===== src/rtl/tcam_pkg.sv =====
package tcam_pkg;
  localparam int KEY_W  = 112;
  localparam int FLOW_W = 16;
  localparam logic [FLOW_W-1:0] FLOW_DISCARD = '1;
endpackage


===== src/rtl/tcam_row.sv =====
module tcam_row
  import tcam_pkg::*;
(
  input  logic              clk,
  input  logic              rst,
  input  logic              wr_sel,
  input  logic [KEY_W-1:0]  wr_value,
  input  logic [KEY_W-1:0]  wr_mask,
  input  logic [FLOW_W-1:0] wr_flow,
  input  logic              wr_valid,
  input  logic [KEY_W-1:0]  key,
  output logic              match,
  output logic [FLOW_W-1:0] flow
);
  logic [KEY_W-1:0]  row_val;
  logic [KEY_W-1:0]  row_msk;
  logic [FLOW_W-1:0] row_flow;
  logic              row_en;

  always_ff @(posedge clk) begin
    if (rst) begin
      row_en <= 1'b0;
    end else if (wr_sel) begin
      row_en <= wr_valid;
    end
  end

  always_ff @(posedge clk) begin
    if (wr_sel) begin
      row_val  <= wr_value;
      row_msk  <= wr_mask;
      row_flow <= wr_flow;
    end
  end

  assign match = row_en && (((key ^ row_val) & row_msk) == '0);
  assign flow  = row_flow;

  // a disabled row stays silent
  a_r8_disabled_silent: assert property (@(posedge clk) disable iff (rst)
    !row_en |-> !match);
  // a write sets the enable bit seen in the next cycle
  a_r6_enable_follows_write: assert property (@(posedge clk) disable iff (rst)
    wr_sel |=> (row_en == $past(wr_valid)));
endmodule


===== src/rtl/tcam_prio_sel.sv =====
module tcam_prio_sel
  import tcam_pkg::*;
#(
  parameter int N = 16
) (
  input  logic [N-1:0]        match,
  input  logic [N*FLOW_W-1:0] flows,
  output logic                hit,
  output logic [FLOW_W-1:0]   flow
);
  always_comb begin
    hit  = 1'b0;
    flow = '0;
    for (int i = N - 1; i >= 0; i--) begin
      if (match[i]) begin
        hit  = 1'b1;
        flow = flows[i*FLOW_W +: FLOW_W];
      end
    end
  end
endmodule


===== src/rtl/tcam_flow_classifier.sv =====
module tcam_flow_classifier
  import tcam_pkg::*;
#(
  parameter int N     = 16,
  parameter int IDX_W = (N > 1) ? $clog2(N) : 1
) (
  input  logic              clk,
  input  logic              rst,
  input  logic              wr_en,
  input  logic [IDX_W-1:0]  wr_idx,
  input  logic [KEY_W-1:0]  wr_value,
  input  logic [KEY_W-1:0]  wr_mask,
  input  logic [FLOW_W-1:0] wr_flow,
  input  logic              wr_valid,
  input  logic              key_valid,
  input  logic [KEY_W-1:0]  key,
  output logic              res_valid,
  output logic              res_hit,
  output logic [FLOW_W-1:0] res_flow,
  output logic              res_drop
);
  logic [N-1:0]        row_match;
  logic [N*FLOW_W-1:0] row_flows;
  logic                sel_hit;
  logic [FLOW_W-1:0]   sel_flow;

  for (genvar g = 0; g < N; g++) begin : g_row
    logic sel;
    logic [FLOW_W-1:0] f;
    assign sel = wr_en && (wr_idx == IDX_W'(g));
    tcam_row u_row (
      .clk      (clk),
      .rst      (rst),
      .wr_sel   (sel),
      .wr_value (wr_value),
      .wr_mask  (wr_mask),
      .wr_flow  (wr_flow),
      .wr_valid (wr_valid),
      .key      (key),
      .match    (row_match[g]),
      .flow     (f)
    );
    assign row_flows[g*FLOW_W +: FLOW_W] = f;
  end

  tcam_prio_sel #(.N(N)) u_sel (
    .match (row_match),
    .flows (row_flows),
    .hit   (sel_hit),
    .flow  (sel_flow)
  );

  // stage 1: compare, priority pick and flow capture in one cycle
  logic              s1_valid;
  logic              s1_hit;
  logic [FLOW_W-1:0] s1_flow;

  always_ff @(posedge clk) begin
    if (rst) begin
      s1_valid <= 1'b0;
      s1_hit   <= 1'b0;
      s1_flow  <= '0;
    end else begin
      s1_valid <= key_valid;
      s1_hit   <= sel_hit;
      s1_flow  <= sel_flow;
    end
  end

  // stage 2: discard decode and registered outputs
  always_ff @(posedge clk) begin
    if (rst) begin
      res_valid <= 1'b0;
      res_hit   <= 1'b0;
      res_flow  <= '0;
      res_drop  <= 1'b0;
    end else begin
      res_valid <= s1_valid;
      res_hit   <= s1_hit;
      res_flow  <= s1_flow;
      res_drop  <= s1_hit && (s1_flow == FLOW_DISCARD);
    end
  end

  // fixed two-cycle latency
  a_r5_latency: assert property (@(posedge clk) disable iff (rst)
    key_valid |-> ##2 res_valid);
  a_r5_no_phantom: assert property (@(posedge clk) disable iff (rst)
    !key_valid |-> ##2 !res_valid);
  // drop only on a hit carrying the discard identifier
  a_r7_drop_flow: assert property (@(posedge clk) disable iff (rst)
    res_drop |-> (res_hit && res_flow == FLOW_DISCARD));
  // a miss returns zero and no drop
  a_r4_miss_zero: assert property (@(posedge clk) disable iff (rst)
    (res_valid && !res_hit) |-> (res_flow == '0 && !res_drop));
endmodule


===== config.mk =====
export PLATFORM = sky130hd
export DESIGN_NAME = tcam_flow_classifier
export DESIGN_NICKNAME = d
export VERILOG_FILES = /design/src/rtl/tcam_pkg.sv /design/src/rtl/tcam_row.sv /design/src/rtl/tcam_prio_sel.sv /design/src/rtl/tcam_flow_classifier.sv
export SDC_FILE = /design/constraint.sdc
export NUM_CORES = 2
export LEC_CHECK = 0
export ABC_AREA = 1
export BUFFER_PORTS_ARGS = -buffer_cell sky130_fd_sc_hd__clkbuf_2
export CAP_MARGIN = 20
export CORE_MARGIN = 2
export CORE_UTILIZATION = 31
export CTS_BUF_LIST = sky130_fd_sc_hd__clkbuf_4 sky130_fd_sc_hd__clkbuf_8
export CTS_CLUSTER_SIZE = 10
export DETAILED_ROUTE_END_ITERATION = 8
export MAX_ROUTING_LAYER = met4
export SYNTH_ARGS = -nofsm -noshare
export SYNTH_HDL_FRONTEND = slang
export SYNTH_SLANG_ARGS = --single-unit

===== constraint.sdc =====
create_clock -name clk -period 16.1 [get_ports clk]
set_input_delay 2.415 -clock clk [delete_from_list [all_inputs] [get_ports clk]]
set_output_delay 2.415 -clock clk [all_outputs]
set_load 0.005 [all_outputs]

# Yosys cells after proc, flatten, opt, wreduce, memory -nomap -nowiden
# Index checks and enable logic that the tools add are counted.
# word_totals
reg_bits	3893
in_bits	361
# classes
n_eq_ne	16
n_mux	32
n_bitwise	32
n_reduce_logical	50
# ops
operator	count
bitwise AND 112 bit	16
logical NOT 112 bit	16
XOR 112 bit	16
two-way mux 16 bit	16
logical AND 1 bit	33
equality test 4 bit (second input constant)	8
equality test 16 bit (second input constant)	1
equality test 4 x 3 -> 1 bit (second input constant)	4
two-way mux 1 bit	16
equality test 4 x 2 -> 1 bit (second input constant)	2
equality test 4 x 1 -> 1 bit (second input constant)	1
logical NOT 4 bit	1

# Logic depth before layout (Yosys ltp)
# logic_depth
ltp_word	20
depth_mapped	25
mapped_depth_nobuf	23

# Cells and area by module
# Synthesis repeated with hierarchy kept, for this count alone.
# unflattened
hier_cells	14047
hier_area_um2	157325.9
# modules_own_cells
module	instances	cells_each	area_each_um2
tcam_row	16	838	9594.2
tcam_prio_sel	1	479	2557.5
tcam_flow_classifier	1	160	1261.2

# Worst setup path before layout
# Ideal clock, no wire load.
# synth_timing
path_type	input port to flip-flop
start	input port wr_idx[1]
end	register g_row[0].u_row.row_flow[0], enable pin
setup_time_ns	0.848
t_arrival_ns	12.699
t_required_ns	15.252
path_slack_ns	2.554
stages	3
cell_sequence	inv_1 -> nand3_1 -> nor2_1
# synth_via
elab_chain_cells	2
# synth_lines
element	line	text
start, declared	tcam_flow_classifier.sv:10	input logic [IDX_W-1:0] wr_idx,
logical NOT 4 bit	tcam_flow_classifier.sv:30	assign sel = wr_en && (wr_idx == IDX_W'(g));
logical AND 1 bit	tcam_flow_classifier.sv:30	
via g_row[0].sel	tcam_flow_classifier.sv:28	logic sel;
end signal, assigned	tcam_row.sv:32	row_flow <= wr_flow;
end, declared	tcam_row.sv:17	logic [FLOW_W-1:0] row_flow;
# The timed path passes the listed nets, and every way through them passes these cells.
# A chain may end at the register's enable or synchronous reset.

# Worst setup path after layout
# layout_timing
start	input port key[14]
end	register s1_flow[13]
# layout_via
elab_chain_cells	20
word_cells_on_any_way	80
cone_classes	16 x mux; 32 x bitwise; 32 x reduce/logical
# layout_lines
element	line	text
start, declared	tcam_flow_classifier.sv:16	input logic [KEY_W-1:0] key,
XOR 112 bit	tcam_row.sv:36	assign match = row_en && (((key ^ row_val) & row_msk) == '0);
bitwise AND 112 bit	tcam_row.sv:36	
logical NOT 112 bit	tcam_row.sv:36	
logical AND 1 bit	tcam_row.sv:36	
two-way mux 16 bit (15 in a row)	tcam_prio_sel.sv:15	if (match[i]) begin
two-way mux 16 bit *	tcam_prio_sel.sv:15	
end signal, assigned	tcam_flow_classifier.sv:66	s1_flow <= sel_flow;
end, declared	tcam_flow_classifier.sv:56	logic [FLOW_W-1:0] s1_flow;
# Mark *: on every way between the ends. The rest lies on a longest branch, timed or not.

==> flow_summary_export.csv <==
group,metric,value,unit
drt,drt-vias-per-instance,4.686,
die,core,496800,µm²
timing,setup-tns-final,0,ns
logic_synthesis,yosys.area_share.simple,0.1734,
logic_synthesis,yosys.area_share.adder,0,
die,fp.dieArea,503400,µm²
timing,tightest_slew,1.360,ns
power_and_ir_drop,p_leak,61.95,nW
logic_synthesis,synth_area_leaders,"edfxtp_1, nand2_1, nand3_1, nor2_1, or2_2",
clock_tree,clock_latency,1.22,ns
job,drv_cap,0,
die,rows,259,
logic_synthesis,yosys_most_used_dff,"edfxtp_1",
global_routing,grt_max_degree,143,
placement,routabilityCongestion,0.8872,
logic_synthesis,synth-seq-cells,3893,
run_status,status,"completed",
timing,hold_viol,0,
finish,fin_nets,12960,
global_routing,antenna_found_initial,151,
clock_tree,clock_path_buffers,4,
timing,fin_skew,0.06273,ns
die,num_io_pins,380,
clock_tree,cts_setup_buffers,0,
clock_tree,ctsHoldBuffers,0,
finish,drive_gt1_frac,0.1575,
power_and_ir_drop,vdd_ir_drop_max,0.07939,mV
global_routing,grt_pass1_wl,610800,µm
timing,post-route-period-util,0.3959,
timing,slew_viol_final,0,
min_path,hold_path.class,"reg -> reg",
setup_path,cp-end-kind,"flip-flop",
finish,areaGrowthSynthToFinish,13.74,%
logic_synthesis,ys_async_sr_fraction,0,
logic_synthesis,synth_edf_count,3840,
clock_tree,clk_pin_slew,0.07,ns
logic_synthesis,syn_nets,12180,
drt,drtAntennaViolNets,0,
timing,fmax,156.9,MHz
timing,finalSetupViolCount,0,
logic_synthesis,seq_area_frac_synth,0.7542,
die,fp.dieW,709.5,µm
finish,fill_cells,47700,
setup_path,crit_fanout,30,
finish,seqCellArea,116400,µm²
setup_path,required,17.23,ns
clock_tree,postCtsResizedCells,0,
placement,port_buffers,379,
clock_tree,cts.sinks,3893,
setup_path,start_kind,"input port",
die,initial_utilization,0.3106,
timing,grt_setup_unrepaired,"no",
logic_synthesis,syn_avg_cell_area,13.05,µm²
clock_tree,root_buffer,"clkbuf_8",
clock_tree,htreeDepth,6,
placement,pre_cts_ws,8.543,ns
logic_synthesis,synth_top_area_share,0.7474,
global_routing,grt-ovfl-total,0,
logic_synthesis,synth_cell_types,54,
logic_synthesis,syn_area,154300,µm²
timing,setup_slack,9.725,ns
setup_path,arrival,7.51,ns
drt,vias,92720,
clock_tree,cts_tree,"built",
global_routing,grt_pass1_vias,86410,
logic_synthesis,synth_mux_area_frac,0.00006487,
logic_synthesis,synth-compound-area-share,0.03240,
setup_path,crit_type,"in -> reg",
drt,dr.first_iter.drc_count,9376,
die,die_h,709.5,µm
logic_synthesis,syn_inst,11820,
timing,timing.slew.headroom,0.09334,
timing,finalCriticalPeriod,6.375,ns
drt,drc,0,
logic_synthesis,yosysWarnings,0,
clock_tree,cts-buffers-inserted,643,
power_and_ir_drop,power_density,117.6,nW/µm²
drt,routed_wl,432700,µm
logic_synthesis,ys_top_cells_by_count,"edfxtp_1, nand2_1, nand3_1",
placement,place_hpwl,287000,µm
logic_synthesis,synth_top_cell_by_area,"edfxtp_1",
global_routing,track_usage,0.1721,
drt,wl_per_cell,21.87,µm
finish,multiInputGateArea,33460,µm²
drt,detail_route.first_pass.iterations,8,
logic_synthesis,synth_most_common_cell,"edfxtp_1",
logic_synthesis,synth_top_family_by_area,"simple AND/OR/NAND/NOR gates",
logic_synthesis,synth_xor_area_frac,0.009877,
## worst paths after layout
kind | start | endpoint | slack (ns) | cells past startpoint
max | key[14] | s1_flow[13] | 9.73 | 15
min | s1_valid | res_valid | 0.41 | 2
max reg2reg | g_row[2].u_row.row_val[91] | s1_flow[13] | 11.10 | 14
min reg2reg | s1_valid | res_valid | 0.41 | 2
## cell usage in the layout (no fill, tap or decap), types with 143 or more instances in the layout
cell	instances
or2_1	220
clkbuf_2	379
o21ai_0	317
edfxtp_1	3840
or2_2	460
xor2_1	174
clkbuf_8	656
clkinv_1	143
inv_1	534
nand4_1	149
nand3_1	1064
nand2_1	2836
nor2_1	916
clkbuf_4	216
## registers in the layout (all words and copies together), names as in the netlist
name,cells
s1_flow,16
g_row.u_row.row_en,16
res_flow,16
s1_valid,1
res_hit,1
s1_hit,1
g_row.u_row.row_msk,1792
g_row.u_row.flow,256
res_valid,1
res_drop,1
g_row.u_row.row_val,1792
## worst max-delay path, cell delays in order
cell,delay (ns)
clkbuf_2,0.56
nand2_1,0.11
nand2_1,0.09
o22ai_1,0.07
nor2_1,0.13
nand4_1,0.22
nor4_2,0.87
nand4_1,1.00
nor2_4,0.80
nand2_2,0.58
nand2_1,0.20
nand2_1,0.10
a21oi_1,0.13
nand2_1,0.06
a21oi_1,0.11
## final cells by class
type	count	share of cell area
tap	6655	0.04745
multi-input combinational	6987	0.1906
sequential	3893	0.6631
inverter	559	0.01196
antenna	75	0.001069
clock inverter	232	0.008085
timing repair buffer	512	0.01701
clock buffer	872	0.06069
## logic make-up (layout without fill, tap and decap cells)
logic type | Yosys count | in the layout
compound gates | 848 | 848
buf+inv | 942 | 2175
mux | 1 | 1
other cells | 0 | 75
xor+xnor | 174 | 174
simple gates | 5964 | 5964
flops | 3893 | 3893
## stage by stage
step                instance area, µm²  cells  total power (W)  utilization  hold slack [ns]
floorplan                       154300  11820          0.01211            -           0.3883
global placement                163100  18600          0.01251       0.3283           0.3902
detailed placement              163200  18610          0.01254       0.3285           0.4113
CTS                             175300  19710          0.02083       0.3528           0.4191
global route                    175500  19770          0.02135       0.3532           0.4333
finish                          175500  19790          0.02064       0.3533           0.4141
## metal layers
| layer | share of wire | vias to the layer above | GRT usage |
|---|---|---|---|
| li1 | - | 43290 | - |
| met1 | 0.42 | 45550 | 0.2208 |
| met2 | 0.48 | 3181 | 0.2734 |
| met3 | 0.074 | 700 | 0.03214 |
| met4 | 0.032 | 0 | 0.06108 |
| met5 | 0 | - | - |
## where the power goes
group,switching (W),internal (W)
Sequential,0.0000595,0.0114
Combinational,0.000682,0.000220
Clock,0.00394,0.00438
Power figures use the tool's default switching activity.
